**config.mk**
```make
export PLATFORM = sky130hd
export DESIGN_NAME = i2c_txburst
export DESIGN_NICKNAME = d
export VERILOG_FILES = /design/src/rtl/txb_pkg.sv /design/src/rtl/txb_fifo.sv /design/src/rtl/txb_seq.sv /design/src/rtl/txb_irq.sv /design/src/rtl/i2c_txburst.sv
export SDC_FILE = /design/constraint.sdc
export NUM_CORES = 1
export LEC_CHECK = 0
export ABC_AREA = 1
export BUFFER_PORTS_ARGS = -buffer_cell sky130_fd_sc_hd__buf_2
export CAP_MARGIN = 20
export CORE_MARGIN = 5
export CORE_UTILIZATION = 45
export DETAILED_ROUTE_END_ITERATION = 10
export PLACE_DENSITY_LB_ADDON = 0.2
export SKIP_CTS_REPAIR_TIMING = 1
export SKIP_LAST_GASP = 1
export SYNTH_ARGS = -nofsm -noshare
export SYNTH_HDL_FRONTEND = slang
export SYNTH_SLANG_ARGS = --single-unit
```
**constraint.sdc**
```tcl
create_clock -name clk -period 2.6 [get_ports clk]
set_input_delay 0.52 -clock clk [delete_from_list [all_inputs] [get_ports clk]]
set_output_delay 0.52 -clock clk [all_outputs]
set_load 0.02 [all_outputs]
```
**src/rtl/txb_pkg.sv**
```systemverilog
package txb_pkg;
  localparam int CTL_FLUSH_BIT = 7;
  localparam int CTL_MODE_BIT  = 6;
  localparam int STS_NAK_BIT   = 0;
  localparam int STS_DRAIN_BIT = 1;
  localparam int STS_W         = 2;

  typedef enum logic [1:0] {
    SQ_IDLE = 2'd0,
    SQ_WAIT = 2'd1,
    SQ_HALT = 2'd2
  } seq_state_t;
endpackage

```
**src/rtl/txb_fifo.sv**
```systemverilog
module txb_fifo #(
  parameter int DEPTH = 64,
  parameter int DW    = 8,
  localparam int AW   = (DEPTH > 1) ? $clog2(DEPTH) : 1,
  localparam int LW   = $clog2(DEPTH + 1)
) (
  input  logic          clk,
  input  logic          rst_n,
  input  logic          flush,
  input  logic          wr_en,
  input  logic [DW-1:0] wr_data,
  input  logic          rd_en,
  output logic [DW-1:0] rd_data,
  output logic [LW-1:0] level,
  output logic          full,
  output logic          empty
);
  localparam logic [AW-1:0] LAST = AW'(DEPTH - 1);

  logic [DW-1:0] mem [DEPTH];
  logic [AW-1:0] wptr, rptr;
  logic          do_wr, do_rd;

  assign full  = (level == LW'(DEPTH));
  assign empty = (level == '0);
  assign do_wr = wr_en && !full;
  assign do_rd = rd_en && !empty;
  assign rd_data = mem[rptr];

  always_ff @(posedge clk) begin
    if (do_wr) mem[wptr] <= wr_data;
  end

  always_ff @(posedge clk) begin
    if (!rst_n || flush) begin
      wptr  <= '0;
      rptr  <= '0;
      level <= '0;
    end else begin
      if (do_wr) wptr <= (wptr == LAST) ? '0 : wptr + 1'b1;
      if (do_rd) rptr <= (rptr == LAST) ? '0 : rptr + 1'b1;
      case ({do_wr, do_rd})
        2'b10:   level <= level + 1'b1;
        2'b01:   level <= level - 1'b1;
        default: level <= level;
      endcase
    end
  end
endmodule

```
**src/rtl/txb_seq.sv**
```systemverilog
module txb_seq
  import txb_pkg::*;
(
  input  logic clk,
  input  logic rst_n,
  input  logic mode_en,
  input  logic flush,
  input  logic cmd_new,
  input  logic fifo_empty,
  output logic tx_valid,
  input  logic tx_ready,
  input  logic res_valid,
  input  logic res_nak,
  output logic pop,
  output logic done_ack,
  output logic done_nak,
  output logic ack_err
);
  seq_state_t st;

  assign tx_valid = (st == SQ_IDLE) && mode_en && !fifo_empty && !flush;
  assign pop      = tx_valid && tx_ready;
  assign done_ack = (st == SQ_WAIT) && res_valid && !res_nak;
  assign done_nak = (st == SQ_WAIT) && res_valid && res_nak;

  always_ff @(posedge clk) begin
    if (!rst_n) begin
      st <= SQ_IDLE;
    end else begin
      case (st)
        SQ_IDLE: if (pop) st <= SQ_WAIT;
        SQ_WAIT: begin
          if (done_ack)      st <= SQ_IDLE;
          else if (done_nak) st <= SQ_HALT;
        end
        SQ_HALT: if (flush || cmd_new) st <= SQ_IDLE;
        default: st <= SQ_IDLE;
      endcase
    end
  end

  always_ff @(posedge clk) begin
    if (!rst_n)        ack_err <= 1'b0;
    else if (done_nak) ack_err <= 1'b1;
    else if (cmd_new)  ack_err <= 1'b0;
  end
endmodule

```
**src/rtl/txb_irq.sv**
```systemverilog
module txb_irq
  import txb_pkg::*;
(
  input  logic             clk,
  input  logic             rst_n,
  input  logic             ev_drain,
  input  logic             ev_nak,
  input  logic             clr_we,
  input  logic [STS_W-1:0] clr_mask,
  input  logic [STS_W-1:0] en,
  output logic [STS_W-1:0] status,
  output logic             irq
);
  logic [STS_W-1:0] set_v;

  always_comb begin
    set_v = '0;
    set_v[STS_DRAIN_BIT] = ev_drain;
    set_v[STS_NAK_BIT]   = ev_nak;
  end

  always_ff @(posedge clk) begin
    if (!rst_n) status <= '0;
    else        status <= (status & ~(clr_we ? clr_mask : '0)) | set_v;
  end

  assign irq = |(status & en);
endmodule

```
**src/rtl/i2c_txburst.sv**
```systemverilog
module i2c_txburst
  import txb_pkg::*;
#(
  parameter int DEPTH = 64,
  parameter int DW    = 8,
  localparam int LW   = $clog2(DEPTH + 1)
) (
  input  logic          clk,
  input  logic          rst_n,
  input  logic          ctl_we,
  input  logic [7:0]    ctl_wdata,
  input  logic          push_valid,
  input  logic [DW-1:0] push_data,
  output logic          push_ready,
  input  logic [1:0]    irq_en,
  input  logic          sts_clr_we,
  input  logic [1:0]    sts_clr,
  input  logic          cmd_new,
  output logic          tx_valid,
  output logic [DW-1:0] tx_data,
  input  logic          tx_ready,
  input  logic          res_valid,
  input  logic          res_nak,
  output logic          fifo_empty,
  output logic [LW-1:0] fifo_level,
  output logic [1:0]    status,
  output logic          ack_err,
  output logic          irq
);
  logic mode_en, flush, full, pop, done_ack, done_nak;

  assign flush = ctl_we && ctl_wdata[CTL_FLUSH_BIT];

  always_ff @(posedge clk) begin
    if (!rst_n)      mode_en <= 1'b0;
    else if (ctl_we) mode_en <= ctl_wdata[CTL_MODE_BIT];
  end

  assign push_ready = mode_en && !full;

  txb_fifo #(.DEPTH(DEPTH), .DW(DW)) fifo_i (
    .clk     (clk),
    .rst_n   (rst_n),
    .flush   (flush),
    .wr_en   (push_valid && push_ready),
    .wr_data (push_data),
    .rd_en   (pop),
    .rd_data (tx_data),
    .level   (fifo_level),
    .full    (full),
    .empty   (fifo_empty)
  );

  txb_seq seq_i (
    .clk        (clk),
    .rst_n      (rst_n),
    .mode_en    (mode_en),
    .flush      (flush),
    .cmd_new    (cmd_new),
    .fifo_empty (fifo_empty),
    .tx_valid   (tx_valid),
    .tx_ready   (tx_ready),
    .res_valid  (res_valid),
    .res_nak    (res_nak),
    .pop        (pop),
    .done_ack   (done_ack),
    .done_nak   (done_nak),
    .ack_err    (ack_err)
  );

  txb_irq irq_i (
    .clk      (clk),
    .rst_n    (rst_n),
    .ev_drain (done_ack && fifo_empty),
    .ev_nak   (done_nak),
    .clr_we   (sts_clr_we),
    .clr_mask (sts_clr),
    .en       (irq_en),
    .status   (status),
    .irq      (irq)
  );
endmodule

```
==> metrics, run 1 <==
grt met2 use=0.325; DRC=0; CP max FO=14; drt via density=5.33; grt ovf=0; Internal=roughly 15000 uW; critical path capture point type=primary output; sw frac=0.203; most common cell after layout, fill and taps aside=nand2_1; root buf cell=clkbuf_16; period utilisation layout=1.17; met3 usage=0.0267; first-pass GRT wire length=approximately 85 mm; share of cells above drive strength 1=0.150; Register Area=~16000 sq um; part of the power in the clock network=0.444; Die Wd=roughly 230 um; Core Area=approximately 50000 sq um; antenna-violating nets left=0; clock-pin transition on the worst setup and hold timing paths=approximately 0.060 ns; failing checks=negative setup slack; RSZ-0062 raised after global routing=true; Gate Count Post-Synth=slightly above 2000; CP required=~2.1 ns; Yosys reg bits=around 540; Synth Cell Area=roughly 23000 sq um; Die Ht=234 um; Sw Pwr=between 3000 and 4000 uW; number of flops mapped to enable cells by yosys=between 500 and 600; Leak=roughly 0.01 uW; routability cong.=around 0.90; drt initial violations=1467; fin nets=between 2000 and 2500; largest net degree at the start of global routing=slightly below 70; Filler Cell Count=approximately 4200; 1st-pass router iterations=5; final hold vios=0; number of I/O port buffers=44; Rel. slew slack=0.446; ys flop type=edfxtp_1; DPL Wire Length=roughly 35 mm; met1 Usage GRT=0.292; Clk Latency, worst-skew pair=about 0.61 ns; Via Count=~15000; Total GRT Usage=0.204; TritonCTS clock tree=built; most frequent cells in the layout=694 x nand2_1, 512 x edfxtp_1, 446 x nand3_1; kind of critical path=register to primary output; number of global-route vias before repair=~15000; # setup viols final=8; Final min period=3.05 ns; cell area power density=~700 nW/um^2; FMAX=~330 MHz; max-cap violations=0; class of the worst hold path=input pin to register; Num CTS Buffers=55; H-tree depth=2; Final Max Slew Viols=0; DR WL/cell=slightly above 20 um; pre-CTS setup slack=approximately 0.14 ns; initial antenna violation count=0; Sequential Power Share=0.521; asr flop ratio synth=0; placed insts=between 2000 and 3000; synth warn=0; final worst setup slack=-0.448 ns; Finished Layout Cells=a little under 3000; Area growth, synth to finish=18.2%; ANT cells=0; register area share after synthesis=0.705; worst-case clock buffer depth=3; post-synth cell types=33; crit path DAT=between 2 and 3 ns; Initial Util=0.454; DRT Wirelength=around 58 mm; io pins=51; VDD IR max=~520 uV; Final Power=18400 uW; CTS Sinks=543; GR peak layer=met2; die area=around 55000 sq um; worst slew pin tran=0.831 ns; Worst setup SP type=register; FP Rows=around 80; outcome=finished with violations; Syn Nets=around 2100; skew final=between 0.02 and 0.03 ns; syn_area_per_cell=11.2 sq um; footprint of the multi-input gates=about 6000 sq um; Logic pwr share=0.035
-- sequential cells by signal, summed over array words and instances (netlist names), named ones only --
register,cells
fifo_i.mem,512
fifo_i.level,7
fifo_i.rptr,6
fifo_i.wptr,6
irq_i.status,2
seq_i.st,2
mode_en,1
seq_i.ack_err,1
-- path summary, 6_finish.rpt --
kind | startpoint | to | slack (ns) | cells past startpoint
setup reg to reg | fifo_i.level[4]$_SDFFE_PP0P_ | fifo_i.mem[54][3]$_DFFE_PP_ | 0.25 | 8
setup / recovery | register | tx_data[7] | -0.45 | 12
hold / removal | ctl_we | mode_en$_SDFFE_PN0P_ | 0.12 | 2
hold reg to reg | seq_i.ack_err$_SDFFE_PN0P_ | seq_i.ack_err$_SDFFE_PN0P_ | 0.47 | 2
-- per-layer routing --
metal	part of all wire	up-vias
met2	0.47	519
li1	-	7327
met3	0.068	96
met1	0.43	7410
met5	0	-
met4	0.032	0
-- final cells by class --
class,instances,share of cell area
clock buffer,76,0.0583
clock inverter,27,0.0123
inverter,49,0.00752
multi-input combinational,1321,0.221
sequential,543,0.597
tap,672,0.0314
timing repair buffer,193,0.0723
timing repair inverter,1,0.000327
-- cell usage after synthesis, types with 2 or more instances --
cell | count | area (sq um)
a21oi_1 | 24 | 120
buf_1 | 9 | 33.8
buf_2 | 59 | 295
buf_4 | 17 | 128
buf_6 | 14 | 158
clkbuf_1 | 15 | 56.3
dfxtp_1 | 31 | 621
edfxtp_1 | 512 | 15400
ha_1 | 5 | 62.6
inv_1 | 46 | 173
inv_2 | 2 | 7.51
nand2_1 | 711 | 2670
nand3_1 | 456 | 2280
nand4_1 | 5 | 31.3
nand4_4 | 5 | 106
nor2_1 | 80 | 300
nor3_1 | 7 | 35.0
o21ai_0 | 7 | 35.0
xnor2_1 | 3 | 26.3
xor2_1 | 7 | 61.3
-- critical path, cell delays in order, from the launching register on --
cell	delay, ns
dfxtp_4	0.45
clkinv_8	0.13
buf_16	0.18
buf_12	0.15
nand2_1	0.05
nand3_1	0.09
nand3_1	0.11
nand2_1	0.13
nand2_1	0.09
nand3_1	0.11
nand3_1	0.15
nand2_2	0.10
buf_2	0.17
-- power by group through the flow --
stage | Clock, uW | Sequential [uW] | Combinational (uW)
final | 8160 | 9580 | 643
after global routing | 8650 | 9580 | 700
after CTS | 8300 | 9580 | 609
after detailed placement | 0 | 9770 | 607
after global placement | 0 | 9770 | 597
after floorplan | 0 | 9780 | 265
-- kinds of logic after synthesis --
group | Yosys count | share of synthesized area
compound gates | 35 | 0.00811
xor+xnor | 10 | 0.00386
fa+ha+maj | 5 | 0.00276
buf+inv | 164 | 0.0380
flops | 543 | 0.705
simple gates | 1271 | 0.242
-- stage by stage --
| step | hold slack [ns] | setup TNS (ns) | area (sq um) | util |
|---|---|---|---|---|
| 2_1_floorplan | 0.473 | 0 | 22700 | - |
| 3_3_place_gp | 0.466 | 0 | 24500 | 0.491 |
| 3_5_place_dp | 0.464 | 0 | 24500 | 0.491 |
| 4_1_cts | 0.0805 | -3.94 | 26400 | 0.529 |
| 5_1_grt | 0.104 | -4.03 | 26800 | 0.536 |
| 6_report | 0.119 | -3.26 | 26800 | 0.536 |
Power figures use the tool's default switching activity.
==> inputs of run 2 (changes only) <==
--- a/config.mk
+++ b/config.mk
@@ -10,6 +10,7 @@
 export CAP_MARGIN = 20
 export CORE_MARGIN = 5
 export CORE_UTILIZATION = 45
+export CTS_BUF_LIST = sky130_fd_sc_hd__clkbuf_8
 export DETAILED_ROUTE_END_ITERATION = 10
 export PLACE_DENSITY_LB_ADDON = 0.2
 export SKIP_CTS_REPAIR_TIMING = 1
==> run 2 against run 1 <==
The flow still finishes with violations (negative setup slack). Hold slack got worse by 0.047 ns. Routed wire length increased by 0.25%. Flip-flop and latch count unchanged. Count of clock-buffer cells in the layout increased by 19. Sequential power about the same. Critical path type unchanged.
==> metrics, run 2 (synthesis results as in run 1) <==
period utilisation layout=1.19; Die Ht=between 200 and 250 um; Total GRT Usage=0.206; CP max FO=18; final hold vios=0; max reg flops=just over 500; largest delay contributor family on the critical path=simple AND/OR/NAND/NOR gates; Hold Crit Depth=2; RSZ-0062 raised after global routing=true; largest net degree at the start of global routing=69; crit-path max cell delay=0.45 ns; sw frac=0.218; failing checks=negative setup slack; crit path DAT=between 2 and 3 ns; DRT Wirelength=58.1 mm; initial antenna violation count=1; worst-case clock buffer depth=3; drt via density=approximately 5.3; final worst setup slack=-0.498 ns; Worst R2R Path Depth=8; Area growth, synth to finish=16.8%; CP required=roughly 2.1 ns; cell area power density=between 600 and 700 nW/um^2; H-tree depth=3; worst r2r dst=fifo_i.mem[25][7]$_DFFE_PP_; CTS Sinks=around 540; DPL Wire Length=~35 mm; drt initial violations=roughly 1400; outcome=finished with violations; Initial Util=0.454; most frequent cells in the layout=694 x nand2_1, 512 x edfxtp_1, 448 x nand3_1; Via Count=roughly 16000; Sw Pwr=3690 uW; worst slew pin tran=around 0.86 ns; number of I/O port buffers=44; Filler Cell Count=4271; kind of critical path=register to primary output; 1st-pass router iterations=5; part of the power in the clock network=0.395; Crit path top cell by count=nand3_1; slowest CP cell=dfxtp_4; Final Power=~17000 uW; clock-pin transition on the worst setup and hold timing paths=roughly 0.060 ns; most common cell after layout, fill and taps aside=nand2_1; grt ovf=0; reg-to-reg critical path startpoint=fifo_i.level[4]$_SDFFE_PP0P_; max-cap violations=0; TritonCTS clock tree=built; io pins=~50; share of cells above drive strength 1=0.152; startpoint of the worst hold path=ctl_we; Die Wd=234 um; routability cong.=0.900; Num CTS Buffers=just under 90; Logic pwr share=0.038; Core Area=50000 sq um; Leak=roughly 0.0099 uW; worst path bufs/invs=4; Final Max Slew Viols=0; skew final=between 0.015 and 0.02 ns; fin nets=around 2200; Clk Latency, worst-skew pair=about 0.65 ns; antenna-violating nets left=0; root buf cell=clkbuf_8; critical path capture point type=primary output; die area=roughly 55000 sq um; Internal=~13000 uW; number of global-route vias before repair=between 10000 and 15000; FMAX=between 300 and 400 MHz; Worst setup SP type=register; crit path cell chain=clkinv_8 > buf_12 > buf_4 > nand2_1 > nand3_1 > nand3_1 > nand2_1 > nand2_1 > nand3_1 > nand3_1 > nand2_2 > buf_2; dpl cell area=~25000 sq um; class of the worst hold path=input pin to register; biggest regs=fifo_i.mem (512), fifo_i.level (7); FP Rows=between 80 and 90; Design Area, Final=about 26000 sq um; # setup viols final=8; Final min period=3.10 ns; R2R Setup Slk=approximately 0.20 ns; first-pass GRT wire length=roughly 86 mm; DR WL/cell=between 15 and 20 um; DRC=0; Largest Register=fifo_i.mem; Rel. slew slack=0.427; VDD IR max=roughly 330 uV; Hold Path End=mode_en$_SDFFE_PN0P_; Sequential Power Share=0.567
## run 2: area by class of cell
class	count	area (sq um)	share of cell area
Sequential cell	543	16000	0.604
Multi-Input combinational cell	1321	5900	0.223
Timing Repair Buffer	194	1920	0.0727
Clock buffer	95	1310	0.0494
Tap cell	672	841	0.0318
Clock inverter	61	279	0.0105
Inverter	49	201	0.00761
Timing Repair inverter	1	8.76	0.000331
Antenna cell	2	5.00	0.000189
## run 2: worst max-delay path by stage
stage / end / slack, ns / cells past startpoint
6_report: tx_data[7] / -0.50 / 12
5_1_grt: tx_data[2] / -0.60 / 12
4_1_cts: tx_data[2] / -0.59 / 11
3_5_place_dp: tx_data[2] / 0.14 / 11
3_3_place_gp: fifo_i.level[4]$_SDFFE_PP0P_ / 0.11 / 16
2_1_floorplan: fifo_i.level[4]$_SDFFE_PP0P_ / 0.07 / 16
## run 2: through the flow
stage	hold WS, ns	util	instances	TNS, ns	setup slack (ns)
floorplan	0.473	-	2028	0	0.0746
global placement	0.466	0.491	2764	0	0.113
detailed placement	0.464	0.491	2764	0	0.136
CTS	0.0105	0.522	2920	-4.51	-0.588
global route	0.0398	0.530	2938	-4.61	-0.600
finish	0.0717	0.530	2938	-3.71	-0.498
## run 2: power by group through the flow
| stage | Combinational (uW) | Sequential, uW | Clock (uW) |
|---|---|---|---|
| 6_report | 643 | 9590 | 6670 |
| 5_1_grt | 698 | 9580 | 7210 |
| 4_1_cts | 609 | 9580 | 6830 |
| 3_5_place_dp | 607 | 9770 | 0 |
| 3_3_place_gp | 597 | 9770 | 0 |
| 2_1_floorplan | 265 | 9780 | 0 |
## run 2: per-layer routing
metal	wire length, um	track usage	share of wire	vias to the layer above
li1	-	-	-	7414
met1	25100	0.288	0.43	7494
met2	27100	0.324	0.47	507
met3	3810	0.0346	0.066	103
met4	2060	0.0870	0.035	0
met5	0	0	0	-
